`config.mk`:
```
export PLATFORM = sky130hd
export DESIGN_NAME = acc16_core
export DESIGN_NICKNAME = d
export VERILOG_FILES = /design/src/rtl/acc16_pkg.sv /design/src/rtl/acc16_alu.sv /design/src/rtl/acc16_ctrl.sv /design/src/rtl/acc16_dpath.sv /design/src/rtl/acc16_core.sv
export SDC_FILE = /design/constraint.sdc
export NUM_CORES = 1
export LEC_CHECK = 0
export BUFFER_PORTS_ARGS = -buffer_cell sky130_fd_sc_hd__buf_2
export CORE_ASPECT_RATIO = 0.75
export CORE_MARGIN = 10
export CORE_UTILIZATION = 40
export DETAILED_ROUTE_END_ITERATION = 12
export SLEW_MARGIN = 20
export SYNTH_ARGS = -nofsm -noshare
export SYNTH_HDL_FRONTEND = slang
export SYNTH_SLANG_ARGS = --single-unit
```
`constraint.sdc`:
```
create_clock -name clk -period 9.8 [get_ports clk]
set_input_delay 1.47 -clock clk [delete_from_list [all_inputs] [get_ports clk]]
set_output_delay 1.47 -clock clk [all_outputs]
set_load 0.005 [all_outputs]
```
`src/rtl/acc16_pkg.sv`:
```
package acc16_pkg;

  typedef struct packed {
    logic zeroX;
    logic invX;
    logic zeroY;
    logic invY;
    logic addSel;
    logic invOut;
  } aluCtl_t;

  typedef struct packed {
    logic       isCompute;
    logic       yFromMem;
    aluCtl_t    alu;
    logic       loadA;
    logic       loadD;
    logic       writeMem;
    logic [2:0] jumpMask;   // {neg, zero, pos}
  } ctlStrobe_t;

endpackage

```
`src/rtl/acc16_alu.sv`:
```
module acc16_alu
  import acc16_pkg::*;
#(
  parameter int DataW = 16
) (
  input  logic [DataW-1:0] opX,
  input  logic [DataW-1:0] opY,
  input  aluCtl_t          ctl,
  output logic [DataW-1:0] result,
  output logic             isZero,
  output logic             isNeg
);
  logic [DataW-1:0] xA, xB, yA, yB, raw;

  always_comb begin
    xA     = ctl.zeroX ? '0 : opX;
    xB     = ctl.invX ? ~xA : xA;
    yA     = ctl.zeroY ? '0 : opY;
    yB     = ctl.invY ? ~yA : yA;
    raw    = ctl.addSel ? (xB + yB) : (xB & yB);
    result = ctl.invOut ? ~raw : raw;
    isZero = (result == '0);
    isNeg  = result[DataW-1];
  end
endmodule

```
`src/rtl/acc16_ctrl.sv`:
```
module acc16_ctrl
  import acc16_pkg::*;
#(
  parameter int DataW = 16
) (
  input  logic             rst,
  input  logic [DataW-1:0] instrWord,
  output ctlStrobe_t       strobes
);
  logic compute;
  logic unusedCtl;

  assign compute   = instrWord[DataW-1];
  assign unusedCtl = ^instrWord[DataW-2:13];

  always_comb begin
    strobes.isCompute  = compute;
    strobes.yFromMem   = compute & instrWord[12];
    strobes.alu.zeroX  = instrWord[11];
    strobes.alu.invX   = instrWord[10];
    strobes.alu.zeroY  = instrWord[9];
    strobes.alu.invY   = instrWord[8];
    strobes.alu.addSel = instrWord[7];
    strobes.alu.invOut = instrWord[6];
    strobes.loadA      = compute & instrWord[5];
    strobes.loadD      = compute & instrWord[4];
    strobes.writeMem   = compute & instrWord[3] & ~rst;
    strobes.jumpMask   = compute ? instrWord[2:0] : 3'b000;
  end
endmodule

```
`src/rtl/acc16_dpath.sv`:
```
module acc16_dpath
  import acc16_pkg::*;
#(
  parameter int DataW = 16,
  localparam int AddrW = DataW - 1
) (
  input  logic             clk,
  input  logic             rst,
  input  logic [DataW-1:0] instrWord,
  input  logic [DataW-1:0] memRdata,
  input  ctlStrobe_t       strobes,
  output logic [AddrW-1:0] instrAddr,
  output logic [AddrW-1:0] memAddr,
  output logic [DataW-1:0] memWdata
);
  logic [DataW-1:0] regA, regD, pc;
  logic [DataW-1:0] yOp, aluRes;
  logic             resZero, resNeg, takeBranch;
  logic             unusedDp;

  assign yOp = strobes.yFromMem ? memRdata : regA;

  acc16_alu #(.DataW(DataW)) uAlu (
    .opX   (regD),
    .opY   (yOp),
    .ctl   (strobes.alu),
    .result(aluRes),
    .isZero(resZero),
    .isNeg (resNeg)
  );

  assign takeBranch = |(strobes.jumpMask & {resNeg, resZero, ~resNeg & ~resZero});

  always_ff @(posedge clk) begin
    if (rst) begin
      pc   <= '0;
      regA <= '0;
      regD <= '0;
    end else begin
      pc <= takeBranch ? regA : pc + 1'b1;
      if (!strobes.isCompute)
        regA <= {1'b0, instrWord[AddrW-1:0]};
      else if (strobes.loadA)
        regA <= aluRes;
      if (strobes.loadD)
        regD <= aluRes;
    end
  end

  assign instrAddr = pc[AddrW-1:0];
  assign memAddr   = regA[AddrW-1:0];
  assign memWdata  = aluRes;
  assign unusedDp  = pc[DataW-1];
endmodule

```
`src/rtl/acc16_core.sv`:
```
module acc16_core
  import acc16_pkg::*;
#(
  parameter int DataW = 16,
  localparam int AddrW = DataW - 1
) (
  input  logic             clk,
  input  logic             rst,
  input  logic [DataW-1:0] instrWord,
  output logic [AddrW-1:0] instrAddr,
  input  logic [DataW-1:0] memRdata,
  output logic [AddrW-1:0] memAddr,
  output logic [DataW-1:0] memWdata,
  output logic             memWe
);
  ctlStrobe_t strobes;

  acc16_ctrl #(.DataW(DataW)) uCtrl (
    .rst      (rst),
    .instrWord(instrWord),
    .strobes  (strobes)
  );

  acc16_dpath #(.DataW(DataW)) uDpath (
    .clk      (clk),
    .rst      (rst),
    .instrWord(instrWord),
    .memRdata (memRdata),
    .strobes  (strobes),
    .instrAddr(instrAddr),
    .memAddr  (memAddr),
    .memWdata (memWdata)
  );

  assign memWe = strobes.writeMem;
endmodule

```
Word-level counts from Yosys, hierarchy flattened --
Cells that the tools add are included.
Word-level totals: input port bits 34, register bits after elaboration 48
Cells by class: $add $sub $neg 2, muxes and demuxes 11, bitwise logic cells 15, equal/unequal tests 1, reductions and logical operators 3
Operators with widths (count):
- 2-to-1 mux 16 bit | 8
- inverter 16 bit | 3
- 2-to-1 mux 15 bit | 2
- adder 16 x 1 -> 16 bit, second input constant | 1
- adder 16 bit | 1
- bitwise AND 16 bit | 1
- zero test 16 bit | 1
- bitwise AND 1 bit | 6
- inverter 1 bit | 4
- bitwise AND 3 bit | 1
- 2-to-1 mux 3 bit | 1
- OR reduction 3 bit | 1
- inequality test 2 x 1 -> 1 bit, second input constant | 1
- OR reduction 2 bit | 1

Logic depth before layout (Yosys ltp) --
word-level depth 15, mapped depth 20

Modules after synthesis --
From an unflattened synthesis, not the netlist that was laid out.
Unflattened totals: cells, all modules 527, area total of the unflattened synthesis 4367.9 sq um
By module, submodules not included:
- acc16_dpath | seq. area each 940.9 sq um, times used 1, cells each 242, area each 2331.0 sq um
- acc16_alu | seq. area each 0.0 sq um, times used 1, cells each 271, area each 1930.6 sq um
- acc16_ctrl | seq. area each 0.0 sq um, times used 1, cells each 14, area each 106.4 sq um

Least setup slack after synthesis --
No wires, ideal clock.
path type input -> output, start point in instrWord[15], end point out memWdata[14], path slack 3.828 ns, required time 8.330 ns, arrival 4.502 ns, cell stages on the path 16, cell sequence clkbuf_1 > nand2_1 > clkbuf_1 > nand2_1 > a21oi_1 > xor2_1 > ha_1 > buf_2 > a21o_1 > a21oi_4 > a21oi_1 > o311a_1 > or3_1 > a31oi_1 > xor2_1 > inv_1
On the way: word-level cells in the longest chain between the ends 9
RTL lines:
- start: declaration | RTL line acc16_core.sv:9 | input logic [DataW-1:0] instrWord,
- bitwise AND 1 bit (*) | RTL line acc16_ctrl.sv:18 | strobes.yFromMem = compute & instrWord[12];
- 2-to-1 mux 16 bit (*) | RTL line acc16_dpath.sv:21 | assign yOp = strobes.yFromMem ? memRdata : regA;
- 2-to-1 mux 16 bit (*) | RTL line acc16_alu.sv:18 | yA = ctl.zeroY ? '0 : opY;
- inverter 16 bit | RTL line acc16_alu.sv:19 | yB = ctl.invY ? ~yA : yA;
- 2-to-1 mux 16 bit (*) | RTL line acc16_alu.sv:19
- adder 16 bit or bitwise AND 16 bit (tied branches) | RTL line acc16_alu.sv:20 | raw = ctl.addSel ? (xB + yB) : (xB & yB);
- 2-to-1 mux 16 bit (*) | RTL line acc16_alu.sv:20
- inverter 16 bit | RTL line acc16_alu.sv:21 | result = ctl.invOut ? ~raw : raw;
- 2-to-1 mux 16 bit (*) | RTL line acc16_alu.sv:21
- end: declaration | RTL line acc16_core.sv:13 | output logic [DataW-1:0] memWdata,
Mark *: on every way between the ends. The rest lies on a longest branch, timed or not.

Worst setup path in the final report --
start point in instrWord[15], end point out memWdata[12]
The elaborated chain is that of the path after synthesis.

==> impl_metrics.json <==
{
  "htree_num_levels": 2,
  "r2r_slack_ns": 5.03,
  "synth_area_leaders": "dfxtp_1 (22%), nand2_1 (7.3%), xnor2_1 (6.5%)",
  "cpPeakStageDelay_ns": 0.61,
  "viasPerCell": 5.46,
  "place_area_mm2": 0.00458,
  "yosysTopAreaCell": "dfxtp_1",
  "worstReg2RegEnd": "uDpath.pc[0]$_SDFF_PP0_",
  "arrival_ns": 5.59,
  "final_cell_mix": "nand2_1 (84), buf_2 (80), a21oi_1 (52), dfxtp_1 (47), nor2_1 (44)",
  "dp_slack_ns": 2.83,
  "wl_per_cell_um": 17.1,
  "yosys_warnings": 0,
  "max_cap_violations": 0,
  "synthDistinctLibCells": 65,
  "rows": 32,
  "synth_area_mm2": 0.00430,
  "min_from": "uDpath.regD[9]$_SDFFE_PP0P_",
  "postSynthAreaPerCell_um2": 7.56,
  "fmax_mhz": 142,
  "gr-total-overflow": 0,
  "cts.sinks": 47,
  "grt_max_degree": 64,
  "ant_nets": 0,
  "synth_top_cell_area_share": 0.219,
  "diodes": 0,
  "worstPathMaxFanout": 29,
  "synth_seq_cells": 47,
  "finClkSkew_ns": 0.00405,
  "die_height_um": 110,
  "antenna_found_initial": 0,
  "ir_worst_vdd_uv": 61.5,
  "final-max-slew-violation-count": 0,
  "final_area_mm2": 0.00477,
  "die-area_mm2": 0.0153,
  "p_per_area_mw_per_mm2": 161,
  "min_period_over_period": 0.720,
  "start_util": 0.414,
  "cts_tree": "built",
  "hp-class": "reg -> reg",
  "synth_edf_count": 0,
  "min_path_cells": 2,
  "drive_gt1_frac": 0.184,
  "multi_input_area_mm2": 0.00300,
  "clockBufferDepth": 2,
  "worst_path_dominant_cell_family": "compound AO/OA/AOI/OAI gates",
  "portBuffers": 80,
  "holdBufCountCts": 0,
  "hold_viol_final": 0,
  "crit_chain": "buf_2 > and2_1 > nand2_1 > a21oi_1 > xor2_1 > ha_1 > inv_1 > fa_1 > and2b_1 > o2111ai_2 > a2111oi_0 > o31ai_1 > a21oi_1 > nor2_1 > xnor2_1 > inv_1 > buf_2",
  "worst_pin_slew_ns": 0.897,
  "routed_wl_um": 12600,
  "min_period_ns": 7.06,
  "slew_headroom": 0.402,
  "p_total_uw": 770,
  "clk_latency_ns": 0.30,
  "final_common_cell": "nand2_1",
  "area_delta_synth_final_pct": 11.0,
  "slowest_stage": "and2_1",
  "drt_first_pass_iters": 4,
  "path_class": "in -> out",
  "cts_resized": 0,
  "start_kind": "input pin",
  "clkSlewWorstSetupHoldPaths_ns": 0.07,
  "drt_iter0_markers": 331,
  "synth_seq_area_share": 0.219,
  "grt_pass1_wl_um": 20600,
  "fill_cells": 1055,
  "timing.hold.ws_ns": 0.457,
  "rsz0062_at_grt": "no",
  "min_to": "uDpath.regD[9]$_SDFFE_PP0P_",
  "grt_use_total": 0.162,
  "crit_required_ns": 8.33,
  "fin_ws_ns": 2.74,
  "async_reset_ff_frac": 0,
  "crit_buf_inv": 4,
  "root_buffer": "clkbuf_16",
  "cts_made_buffers": 5,
  "nets": 653,
  "power.leakage_nw": 2.02,
  "syn-num-nets": 620,
  "r2r-start": "uDpath.regA[0]$_SDFFE_PP0P_",
  "yosys_most_used_dff": "dfxtp_1",
  "synth_cells": 568,
  "rr_worst_depth": 16,
  "die_x_um": 140,
  "cp-end-kind": "primary output",
  "postCtsSetupRepairBufs": 0,
  "io_pins": 81,
  "num_vias": 4026,
  "setup_viol": 0,
  "core-area_mm2": 0.0104,
  "grt_pass1_vias": 3861,
  "register_area_um2": 941,
  "place_hpwl_um": 9610,
  "tns_ns": 0,
  "drc": 0,
  "gp_congestion": 0.897,
  "outcome": "complete, no violations"
}
## metrics by stage
| step | util | std cells |
|---|---|---|
| after floorplan | - | 568 |
| after global placement | 0.442 | 730 |
| after detailed placement | 0.442 | 730 |
| after CTS | 0.460 | 738 |
| after global routing | 0.460 | 738 |
| final | 0.460 | 738 |
## kinds of logic (layout without fill, tap and decap cells)
family / after synthesis / count (layout) / synth area share
compound gates: 123 / 123 / 0.193
buf+inv: 71 / 105 / 0.0821
flops: 47 / 47 / 0.219
mux: 30 / 30 / 0.0821
xor+xnor: 59 / 59 / 0.120
simple gates: 220 / 220 / 0.249
fa+ha+maj: 18 / 18 / 0.0542
## cell usage after synthesis (9+ instances only)
cell type / n
o21ai_0: 11
dfxtp_1: 47
a211oi_1: 18
xnor2_1: 32
buf_4: 17
inv_1: 14
mux2_4: 9
nor2b_1: 23
nand2b_1: 18
nand2_1: 84
mux2i_1: 15
xor2_1: 27
a21oi_1: 52
clkbuf_1: 24
nand3_1: 13
or3_1: 10
nor2_1: 44
ha_1: 17
## layer usage
metal	vias up	global-route usage	share of wire
met5	-	0	0
met4	0	0.0346	0.011
met3	12	0.0379	0.081
met2	127	0.252	0.43
met1	1886	0.224	0.48
li1	2001	-	-
## worst register-to-register path, cell delays in order, from the launching register on
cell	delay, ns
dfxtp_1	0.39
nand2_1	0.07
a21oi_1	0.19
xor2_1	0.16
ha_1	0.21
inv_1	0.06
fa_1	0.37
and2b_1	0.27
o2111ai_2	0.19
a2111oi_0	0.60
or4_1	0.19
a21oi_1	0.09
o311a_1	0.37
nor3b_1	0.21
a41o_1	0.19
o21a_1	0.71
mux2_1	0.39
## state kept, by name, indices dropped and copies added (netlist names)
name         cells
uDpath.pc       15
uDpath.regA     16
uDpath.regD     16
## worst max path at each step
stage,start,endpoint,slack (ns),cells after the start
after floorplan,instrWord[15],memWdata[14],3.83,16
after global placement,instrWord[15],memWdata[12],2.95,17
after detailed placement,instrWord[15],memWdata[12],2.83,17
after CTS,instrWord[15],memWdata[12],2.81,17
after global routing,instrWord[15],memWdata[12],2.30,17
final,instrWord[15],memWdata[12],2.74,17
## power by group
| group | internal (mW) | switching [mW] | leakage (nW) | total [mW] |
|---|---|---|---|---|
| Combinational | 0.133 | 0.187 | 1.54 | 0.320 |
| Sequential | 0.209 | 0.0152 | 0.386 | 0.225 |
| Clock | 0.146 | 0.0787 | 0.0911 | 0.225 |
| Total | 0.489 | 0.281 | 2.02 | 0.770 |
## area by class of cell
class                   count  area share
multi-input cells         450       0.629
flip-flops and latches     47       0.197
repair buffers             81      0.0855
well taps                 136      0.0357
clock buffers               6      0.0270
clock inverters             2      0.0126
inverters                  16      0.0126
No activity file was read; power rests on OpenSTA's default activity.
